--- src/rtl/tick_timer_pkg.sv ---
package tick_timer_pkg;
   localparam logic [7:0] ADDR_CTRL    = 8'h10;
   localparam logic [7:0] ADDR_RLD_LO  = 8'h12;
   localparam logic [7:0] ADDR_RLD_HI  = 8'h13;
   localparam logic [7:0] ADDR_RESTART = 8'h20;

   localparam int BIT_MODE = 0;
   localparam int BIT_FLAG = 1;
   localparam int BIT_IE   = 2;
   localparam int BIT_RUN  = 3;
   localparam int BIT_BUSY = 7;

   typedef struct packed {
      logic run;
      logic ie;
      logic flag;
      logic periodic;
   } ctrl_t;
endpackage

--- src/rtl/tt_busy.sv ---
module tt_busy #(
   parameter int BUSY_CYCLES = 2
) (
   input  logic clk,
   input  logic rst_n,
   input  logic start,
   output logic busy
);
   generate
      if (BUSY_CYCLES == 0) begin : g_none
         logic unused_in;
         assign unused_in = start ^ clk ^ rst_n;
         assign busy = 1'b0;
      end else begin : g_cnt
         localparam int BW = $clog2(BUSY_CYCLES + 1);
         logic [BW-1:0] left;
         always_ff @(posedge clk or negedge rst_n) begin
            if (!rst_n)              left <= '0;
            else if (start)          left <= BW'(BUSY_CYCLES);
            else if (left != '0)     left <= left - BW'(1);
         end
         assign busy = (left != '0);
      end
   endgenerate
endmodule

--- src/rtl/tt_regs.sv ---
module tt_regs
   import tick_timer_pkg::*;
#(
   parameter int CNT_W = 16
) (
   input  logic             clk,
   input  logic             rst_n,
   input  logic             wr_en,
   input  logic [7:0]       wr_addr,
   input  logic [7:0]       wr_data,
   input  logic [7:0]       rd_addr,
   input  logic             expire,
   input  logic             busy,
   output ctrl_t            ctrl,
   output logic [CNT_W-1:0] reload,
   output logic             ctrl_wr,
   output logic             restart_wr,
   output logic             run_start,
   output logic [7:0]       rdata
);
   localparam int HI_W = CNT_W - 8;

   logic [7:0]      rld_lo;
   logic [HI_W-1:0] rld_hi;
   logic            lo_wr, hi_wr;

   assign ctrl_wr    = wr_en && (wr_addr == ADDR_CTRL);
   assign lo_wr      = wr_en && (wr_addr == ADDR_RLD_LO);
   assign hi_wr      = wr_en && (wr_addr == ADDR_RLD_HI);
   assign restart_wr = wr_en && (wr_addr == ADDR_RESTART);
   assign run_start  = ctrl_wr && wr_data[BIT_RUN] && !ctrl.run;
   assign reload     = {rld_hi, rld_lo};

   always_ff @(posedge clk or negedge rst_n) begin
      if (!rst_n) begin
         ctrl   <= '0;
         rld_lo <= '0;
         rld_hi <= '0;
      end else begin
         if (ctrl_wr) begin
            ctrl.periodic <= wr_data[BIT_MODE];
            ctrl.ie       <= wr_data[BIT_IE];
            ctrl.run      <= wr_data[BIT_RUN];
         end else if (expire && !ctrl.periodic) begin
            ctrl.run <= 1'b0;
         end
         // a fresh expiry outranks a clearing write
         ctrl.flag <= expire | (ctrl.flag & ~(ctrl_wr & wr_data[BIT_FLAG]));
         if (lo_wr) rld_lo <= wr_data;
         if (hi_wr) rld_hi <= wr_data[HI_W-1:0];
      end
   end

   always_comb begin
      rdata = '0;
      case (rd_addr)
         ADDR_CTRL: begin
            rdata[BIT_MODE] = ctrl.periodic;
            rdata[BIT_FLAG] = ctrl.flag;
            rdata[BIT_IE]   = ctrl.ie;
            rdata[BIT_RUN]  = ctrl.run;
            rdata[BIT_BUSY] = busy;
         end
         ADDR_RLD_LO: rdata = rld_lo;
         ADDR_RLD_HI: rdata[HI_W-1:0] = rld_hi;
         default:     rdata = '0;
      endcase
   end
endmodule

--- src/rtl/tt_down_counter.sv ---
module tt_down_counter #(
   parameter int CNT_W = 16
) (
   input  logic             clk,
   input  logic             rst_n,
   input  logic             ref_tick,
   input  logic             run,
   input  logic             load,
   input  logic [CNT_W-1:0] reload,
   output logic             expire,
   output logic [CNT_W-1:0] count
);
   localparam logic [CNT_W-1:0] ONE = CNT_W'(1);

   // a stored 0 wraps through all ones, so reload 0 spans 2**CNT_W pulses
   assign expire = run && ref_tick && !load && (count == ONE);

   always_ff @(posedge clk or negedge rst_n) begin
      if (!rst_n)                count <= '0;
      else if (load)             count <= reload;
      else if (run && ref_tick)  count <= (count == ONE) ? reload : count - ONE;
   end
endmodule

--- src/rtl/tick_timer.sv ---
module tick_timer
   import tick_timer_pkg::*;
#(
   parameter int CNT_W       = 16,
   parameter int BUSY_CYCLES = 2
) (
   input  logic       clk,
   input  logic       rst_n,
   input  logic       ref_tick,
   input  logic       wr_en,
   input  logic [7:0] wr_addr,
   input  logic [7:0] wr_data,
   input  logic [7:0] rd_addr,
   output logic [7:0] rdata,
   output logic       irq
);
   generate
      if (CNT_W < 9 || CNT_W > 16) begin : g_bad_width
         $error("tick_timer: CNT_W must lie in 9..16");
      end
      if (BUSY_CYCLES < 0 || BUSY_CYCLES > 15) begin : g_bad_busy
         $error("tick_timer: BUSY_CYCLES must lie in 0..15");
      end
   endgenerate

   ctrl_t            ctrl;
   logic [CNT_W-1:0] reload;
   logic [CNT_W-1:0] count;
   logic             ctrl_wr, restart_wr, run_start, load, expire, busy;

   assign load = run_start | restart_wr;

   tt_regs #(.CNT_W(CNT_W)) u_regs (
      .clk(clk), .rst_n(rst_n), .wr_en(wr_en), .wr_addr(wr_addr),
      .wr_data(wr_data), .rd_addr(rd_addr), .expire(expire), .busy(busy),
      .ctrl(ctrl), .reload(reload), .ctrl_wr(ctrl_wr),
      .restart_wr(restart_wr), .run_start(run_start), .rdata(rdata)
   );

   tt_down_counter #(.CNT_W(CNT_W)) u_cnt (
      .clk(clk), .rst_n(rst_n), .ref_tick(ref_tick), .run(ctrl.run),
      .load(load), .reload(reload), .expire(expire), .count(count)
   );

   tt_busy #(.BUSY_CYCLES(BUSY_CYCLES)) u_busy (
      .clk(clk), .rst_n(rst_n), .start(ctrl_wr), .busy(busy)
   );

   assign irq = ctrl.flag & ctrl.ie;
endmodule

--- config.mk ---
export PLATFORM = sky130hd
export DESIGN_NAME = tick_timer
export DESIGN_NICKNAME = d
export VERILOG_FILES = /design/src/rtl/tick_timer_pkg.sv /design/src/rtl/tt_busy.sv /design/src/rtl/tt_regs.sv /design/src/rtl/tt_down_counter.sv /design/src/rtl/tick_timer.sv
export SDC_FILE = /design/constraint.sdc
export NUM_CORES = 1
export LEC_CHECK = 0
export BUFFER_PORTS_ARGS = -buffer_cell sky130_fd_sc_hd__buf_2
export CAP_MARGIN = 20
export CORE_AREA = 5 5 79 63
export DETAILED_ROUTE_END_ITERATION = 10
export DIE_AREA = 0 0 84 68
export GPL_TIMING_DRIVEN = 0
export HOLD_SLACK_MARGIN = 0.05
export PLACE_DENSITY = 0.77
export SLEW_MARGIN = 0
export SYNTH_ARGS = -nofsm -noshare
export SYNTH_HDL_FRONTEND = slang
export SYNTH_SLANG_ARGS = --single-unit
--- constraint.sdc ---
create_clock -name clk -period 2.4 [get_ports clk]
set_input_delay 0.48 -clock clk [delete_from_list [all_inputs] [get_ports clk]]
set_output_delay 0.48 -clock clk [all_outputs]
set_load 0.01 [all_outputs]
After elaboration in Yosys (flattened, before gate mapping):

Cells that the tools add are included.

* add/sub/neg operators: 2
* eq/ne operators: 8
* muxes and demuxes: 10
* bitwise logic cells: 6
* reduce and logical (&&, ||, !) cells: 17

Operators by type and width (count)
* 8-bit by 5-bit == test with 1-bit output, second input constant: 6
* 16-bit 2-to-1 mux: 3
* 16-bit by 1-bit == test with 1-bit output, second input constant: 1
* 16-bit by 1-bit subtractor with 16-bit output, second input constant: 1
* 4-bit case mux with 3 select lines: 1
* 1-bit logical AND: 10
* 8-bit by 6-bit == test with 1-bit output, second input constant: 1
* 2-bit nonzero test: 4
* 3-bit case mux with 2 select lines: 1
* 2-bit 2-to-1 mux: 2
* 1-bit bitwise AND: 3
* 1-bit zero test: 3
* 1-bit case mux with 3 select lines: 1
* 1-bit 2-to-1 mux: 2
* 1-bit OR: 2
* 2-bit by 1-bit subtractor with 2-bit output, second input constant: 1
* 1-bit inverter: 1

* register bits: 38
* bits of input ports: 28
* output and inout bits: 9
* logic and storage cells: 51

Longest topological paths before layout:

* depth in word-level cells: 11
* depth in mapped cells: 9

Hierarchy:

Synthesis repeated with hierarchy kept, for this count alone.

* cells, all modules: 224
* area, all modules: 2393.5 µm²

By module, submodules not included
* tt_down_counter: times used 1, cells an instance 129, area an instance 1202.4 µm²
* tt_regs: times used 1, cells an instance 82, area an instance 1071.0 µm²
* tt_busy: times used 1, cells an instance 11, area an instance 107.6 µm²
* tick_timer: times used 1, cells an instance 2, area an instance 12.5 µm²

Least setup slack after synthesis:

No wires, ideal clock.

* path kind: flip-flop to flip-flop
* from: reg u_cnt.count[8]
* to: reg u_cnt.count[15]
* arrival time: 1918 ps
* path slack: 356 ps
* cell stages (with the launch flop): 8
* clock period less this slack: 2044 ps
* path through: dfrtp_1 or4_4 and4b_1 nand2b_1 buf_6 buf_12 nor2_2 a221o_1

* cells in the longest elaborated chain, start to end: 4
* elaborated cells on any way between the ends: 5
* classes of those cells: add/sub: 1; eq/ne: 1; mux: 3

Ends and longest elaborated chain
* start: declaration: RTL line tt_down_counter.sv:11 `output logic [CNT_W-1:0] count`
* start signal: assignment: RTL line tt_down_counter.sv:20 `else if (load) count <= reload;`
* start signal: assignment: RTL line tt_down_counter.sv:21 `else if (run && ref_tick) count <= (count == ONE) ? reload : count - ONE;`
* 16-bit by 1-bit subtractor with 16-bit output or 16-bit by 1-bit == test with 1-bit output (tied branches): RTL line tt_down_counter.sv:21
* 16-bit 2-to-1 mux * (2 in a row): RTL line tt_down_counter.sv:21
* 16-bit 2-to-1 mux *: RTL line tt_down_counter.sv:20

Every way passes the cells marked *; elsewhere a longest branch is shown, timed or not. The select of a mux whose other input is x is not followed.
A chain may end at the register's enable or synchronous reset.

Final worst setup path:

* from: reg u_cnt.count[8]
* to: reg u_cnt.count[8]

Same word-level chain as after synthesis.

==> results.tsv <==
stage	metric	value	unit
detailed_routing	wl_per_cell	15.9	um
place	portBuffers	36	
timing	maxSlewHeadroom	0.432	
synthesis	synth-simple-area-share	0.196	
synthesis	synthMuxAreaShare	0.167	
floorplanning	ios	37	
power_and_ir_drop	power_density	792	mW/mm^2
cells_and_area	final_cells	327	
power_and_ir_drop	combPwrFrac	0.348	
cts	path_clk_slew	70	ps
cts	cts_buffers	5	
synthesis	ys_warn_count	0	
power_and_ir_drop	p_sw_frac	0.351	
synthesis	syn_inst	226	
grt	grt_max_degree	39	
setup_path	reg2reg_to	u_cnt.count[8]$_DFFE_PN0P_	
timing	finalCriticalPeriod	2210	ps
place	dpl_cell_area	0.00246	sq mm
setup_path	required	2560	ps
floorplanning	die_w	84	um
cells_and_area	finalInstanceArea	0.00256	sq mm
synthesis	synth_common_cells	dfrtp_1, nor2_1, o21ai_0	
synthesis	seq_area_frac_synth	0.431	
synthesis	synth_edf_count	0	
synthesis	synth_most_common_cell	dfrtp_1	
timing	period_share	0.921	
place	post-place-ws	-204	ps
cts	cts_tree	yes	
floorplanning	coreArea	0.00420	sq mm
place	dp.cells	319	
synthesis	async_flop_share	1.00	
synthesis	synth_top_family_by_area	simple AND/OR/NAND/NOR gates	
setup_path	cp-start-kind	flip-flop	
timing	tightest_slew	852	ps
place	place_congestion	0.838	
cts	cts_resized	0	
floorplanning	design.die.area	0.00571	sq mm
timing	drv_slew	0	
grt	grt_pass1_vias	1771	
setup_path	rr_startpoint	u_cnt.count[8]$_DFFE_PN0P_	
synthesis	ys_top_cells_by_area	dfrtp_1, mux2i_1, mux2_2, o21ai_0, nor2_1	
grt	grt_overflow_total	0	
run_status	status	finished clean	
cells_and_area	fillers	380	
synthesis	synthAdderAreaFrac	0.0170	
cts	clk-insertion-delay-late	290	ps
cts	cts_max_level	2	
synthesis	syn_nets	257	
cts	clockRootBuffer	clkbuf_8	
place	place_hpwl	3.89	mm
synthesis	synthFlopType	dfrtp_1	
min_path	hold_path.class	input pin to async pin	
power_and_ir_drop	p_seq_frac	0.426	
setup_path	reg2reg_depth	7	
synthesis	synth_area	0.00221	sq mm
setup_path	crit_fanout	10	
cts	cts.sinks	38	
flow_run	cap_violations	0	
synthesis	synthDistinctLibCells	43	
grt	track_usage	0.196	
timing	fin_ws	189	ps
grt	antenna_found_initial	0	
cts	ctsHoldBuffers	0	
synthesis	synthXorXnorAreaFrac	0.00397	
detailed_routing	vias	1854	
detailed_routing	drt-initial-drc-count	141	
power_and_ir_drop	power	2020	uW
synthesis	yosysTopAreaCell	dfrtp_1	
detailed_routing	antenna_left	0	
setup_path	worstSetupPathType	flip-flop to flip-flop	
detailed_routing	firstDrtPassIters	4	
cts	cts_setup_buffers	0	
setup_path	cp.arrival	2370	ps
timing	max_freq	0.452	GHz
synthesis	syn_area_per_cell	9.77	sq um
detailed_routing	route.detailed.drc	0	
cts	clock_path_buffers	2	
synthesis	yosysTopAreaCellShare	0.431	
synthesis	synth-seq-cells	38	
cells_and_area	antenna_cells	0	
power_and_ir_drop	p_leak	0.00120	uW
cells_and_area	area_delta_synth_final	15.8	%
cells_and_area	nets	300	
power_and_ir_drop	switchingPower	711	uW
detailed_routing	wl	5.20	mm
timing	hold_viol	0	
timing	setup_viol	0	
floorplanning	rows	21	
power_and_ir_drop	vdd_drop_max	0.557	mV
detailed_routing	via_per_inst	5.67	
power_and_ir_drop	power.internal	1310	uW
synthesis	synth-compound-area-share	0.137	
timing	fin_skew	4.20	ps
floorplanning	initial_core_util	0.525	
grt	grt_pass1_wl	8.84	mm
setup_path	r2r_slack	190	ps
floorplanning	fp.dieH	68	um
setup_path	end_kind	flip-flop	
power_and_ir_drop	clkPwrFrac	0.226	
timing	rsz0062_at_grt	no	
cells_and_area	layout-drive-gt1-share	0.256	
## sequential cells by signal, indices dropped and copies added, names as in the netlist
| register | cells |
|---|---|
| u_regs.rld_hi | 8 |
| u_regs.rld_lo | 8 |
| u_cnt.count | 16 |
| u_regs.ctrl | 4 |
| u_busy.g_cnt.left | 2 |
## power by group through the flow
stage | combinational, uW | sequential, uW | clock (uW)
finish | 705 | 862 | 458
global route | 807 | 881 | 496
CTS | 707 | 860 | 471
detailed placement | 704 | 872 | 0
global placement | 684 | 867 | 0
floorplan | 554 | 838 | 0
## layout make-up
type / count / area, sq um / share of cell area
multi-input cells: 168 / 1150 / 0.450
flip-flops and latches: 38 / 951 / 0.372
repair buffers: 36 / 180 / 0.0705
clock buffers: 6 / 82.6 / 0.0323
plain buffers: 10 / 71.3 / 0.0279
well taps: 57 / 71.3 / 0.0279
inverters: 10 / 37.5 / 0.0147
clock inverters: 2 / 12.5 / 0.00489
## per-stage QoR
step	hold WS, ps	utilization	setup TNS, ps
detailed placement	502	0.585	-1180
floorplan	184	-	0
global route	375	0.608	0
CTS	323	0.608	0
finish	295	0.608	0
global placement	496	0.585	-687
## worst max path at each step
stage                                    start  depth (start not counted)  slack [ps]                           to
floorplan           u_cnt.count[8]$_DFFE_PN0P_                          7         360  u_cnt.count[15]$_DFFE_PN0P_
global placement                    wr_addr[3]                          8        -140  u_cnt.count[10]$_DFFE_PN0P_
detailed placement                  wr_addr[3]                          8        -200  u_cnt.count[11]$_DFFE_PN0P_
CTS                                 wr_addr[3]                          8         130  u_cnt.count[10]$_DFFE_PN0P_
global route                        wr_addr[6]                          8          30  u_cnt.count[14]$_DFFE_PN0P_
finish              u_cnt.count[8]$_DFFE_PN0P_                          7         190   u_cnt.count[8]$_DFFE_PN0P_
## routing by layer
layer,wire (um),GRT usage,part of all wire,vias up
li1,-,-,-,919
met1,2580,0.287,0.50,887
met2,2280,0.291,0.44,46
met3,325,0.0554,0.062,2
met4,19,0.0422,0.0037,0
met5,0,0,0,-
## kinds of logic after synthesis
logic type                 Yosys count
AOI/OAI and AO/OA                   46
xor gates and xnor gates             1
adders and majority gates            3
buffers and inverters               20
DFF                                 38
muxes                               35
and+or+nand+nor                     83
## layout by cell type, fill, tap and decap left out, drive strengths merged
| cell | n |
|---|---|
| a21oi | 1 |
| a221o | 1 |
| a22o | 1 |
| a22oi | 1 |
| a31oi | 7 |
| and2 | 2 |
| and3 | 1 |
| and3b | 1 |
| and4b | 1 |
| buf | 42 |
| clkbuf | 10 |
| clkinv | 1 |
| clkinvlp | 1 |
| dfrtp | 38 |
| ha | 3 |
| inv | 10 |
| mux2 | 15 |
| mux2i | 20 |
| nand2 | 15 |
| nand2b | 1 |
| nand3 | 5 |
| nand4 | 1 |
| nand4b | 1 |
| nor2 | 27 |
| nor2b | 2 |
| nor3 | 11 |
| nor3b | 2 |
| nor4 | 6 |
| nor4b | 2 |
| nor4bb | 1 |
| o211ai | 1 |
| o21ai | 21 |
| o2bb2ai | 11 |
| o311ai | 2 |
| or2 | 1 |
| or3 | 2 |
| or4 | 1 |
| xor2 | 1 |
## worst max-delay path, cell delays in order (launching register included)
cell,delay (ps)
dfrtp_1,450
or4_4,590
and4b_1,300
nand2b_1,130
buf_6,130
buf_2,210
o21ai_0,120
o2bb2ai_1,150
(Power assumes the default switching activity.)
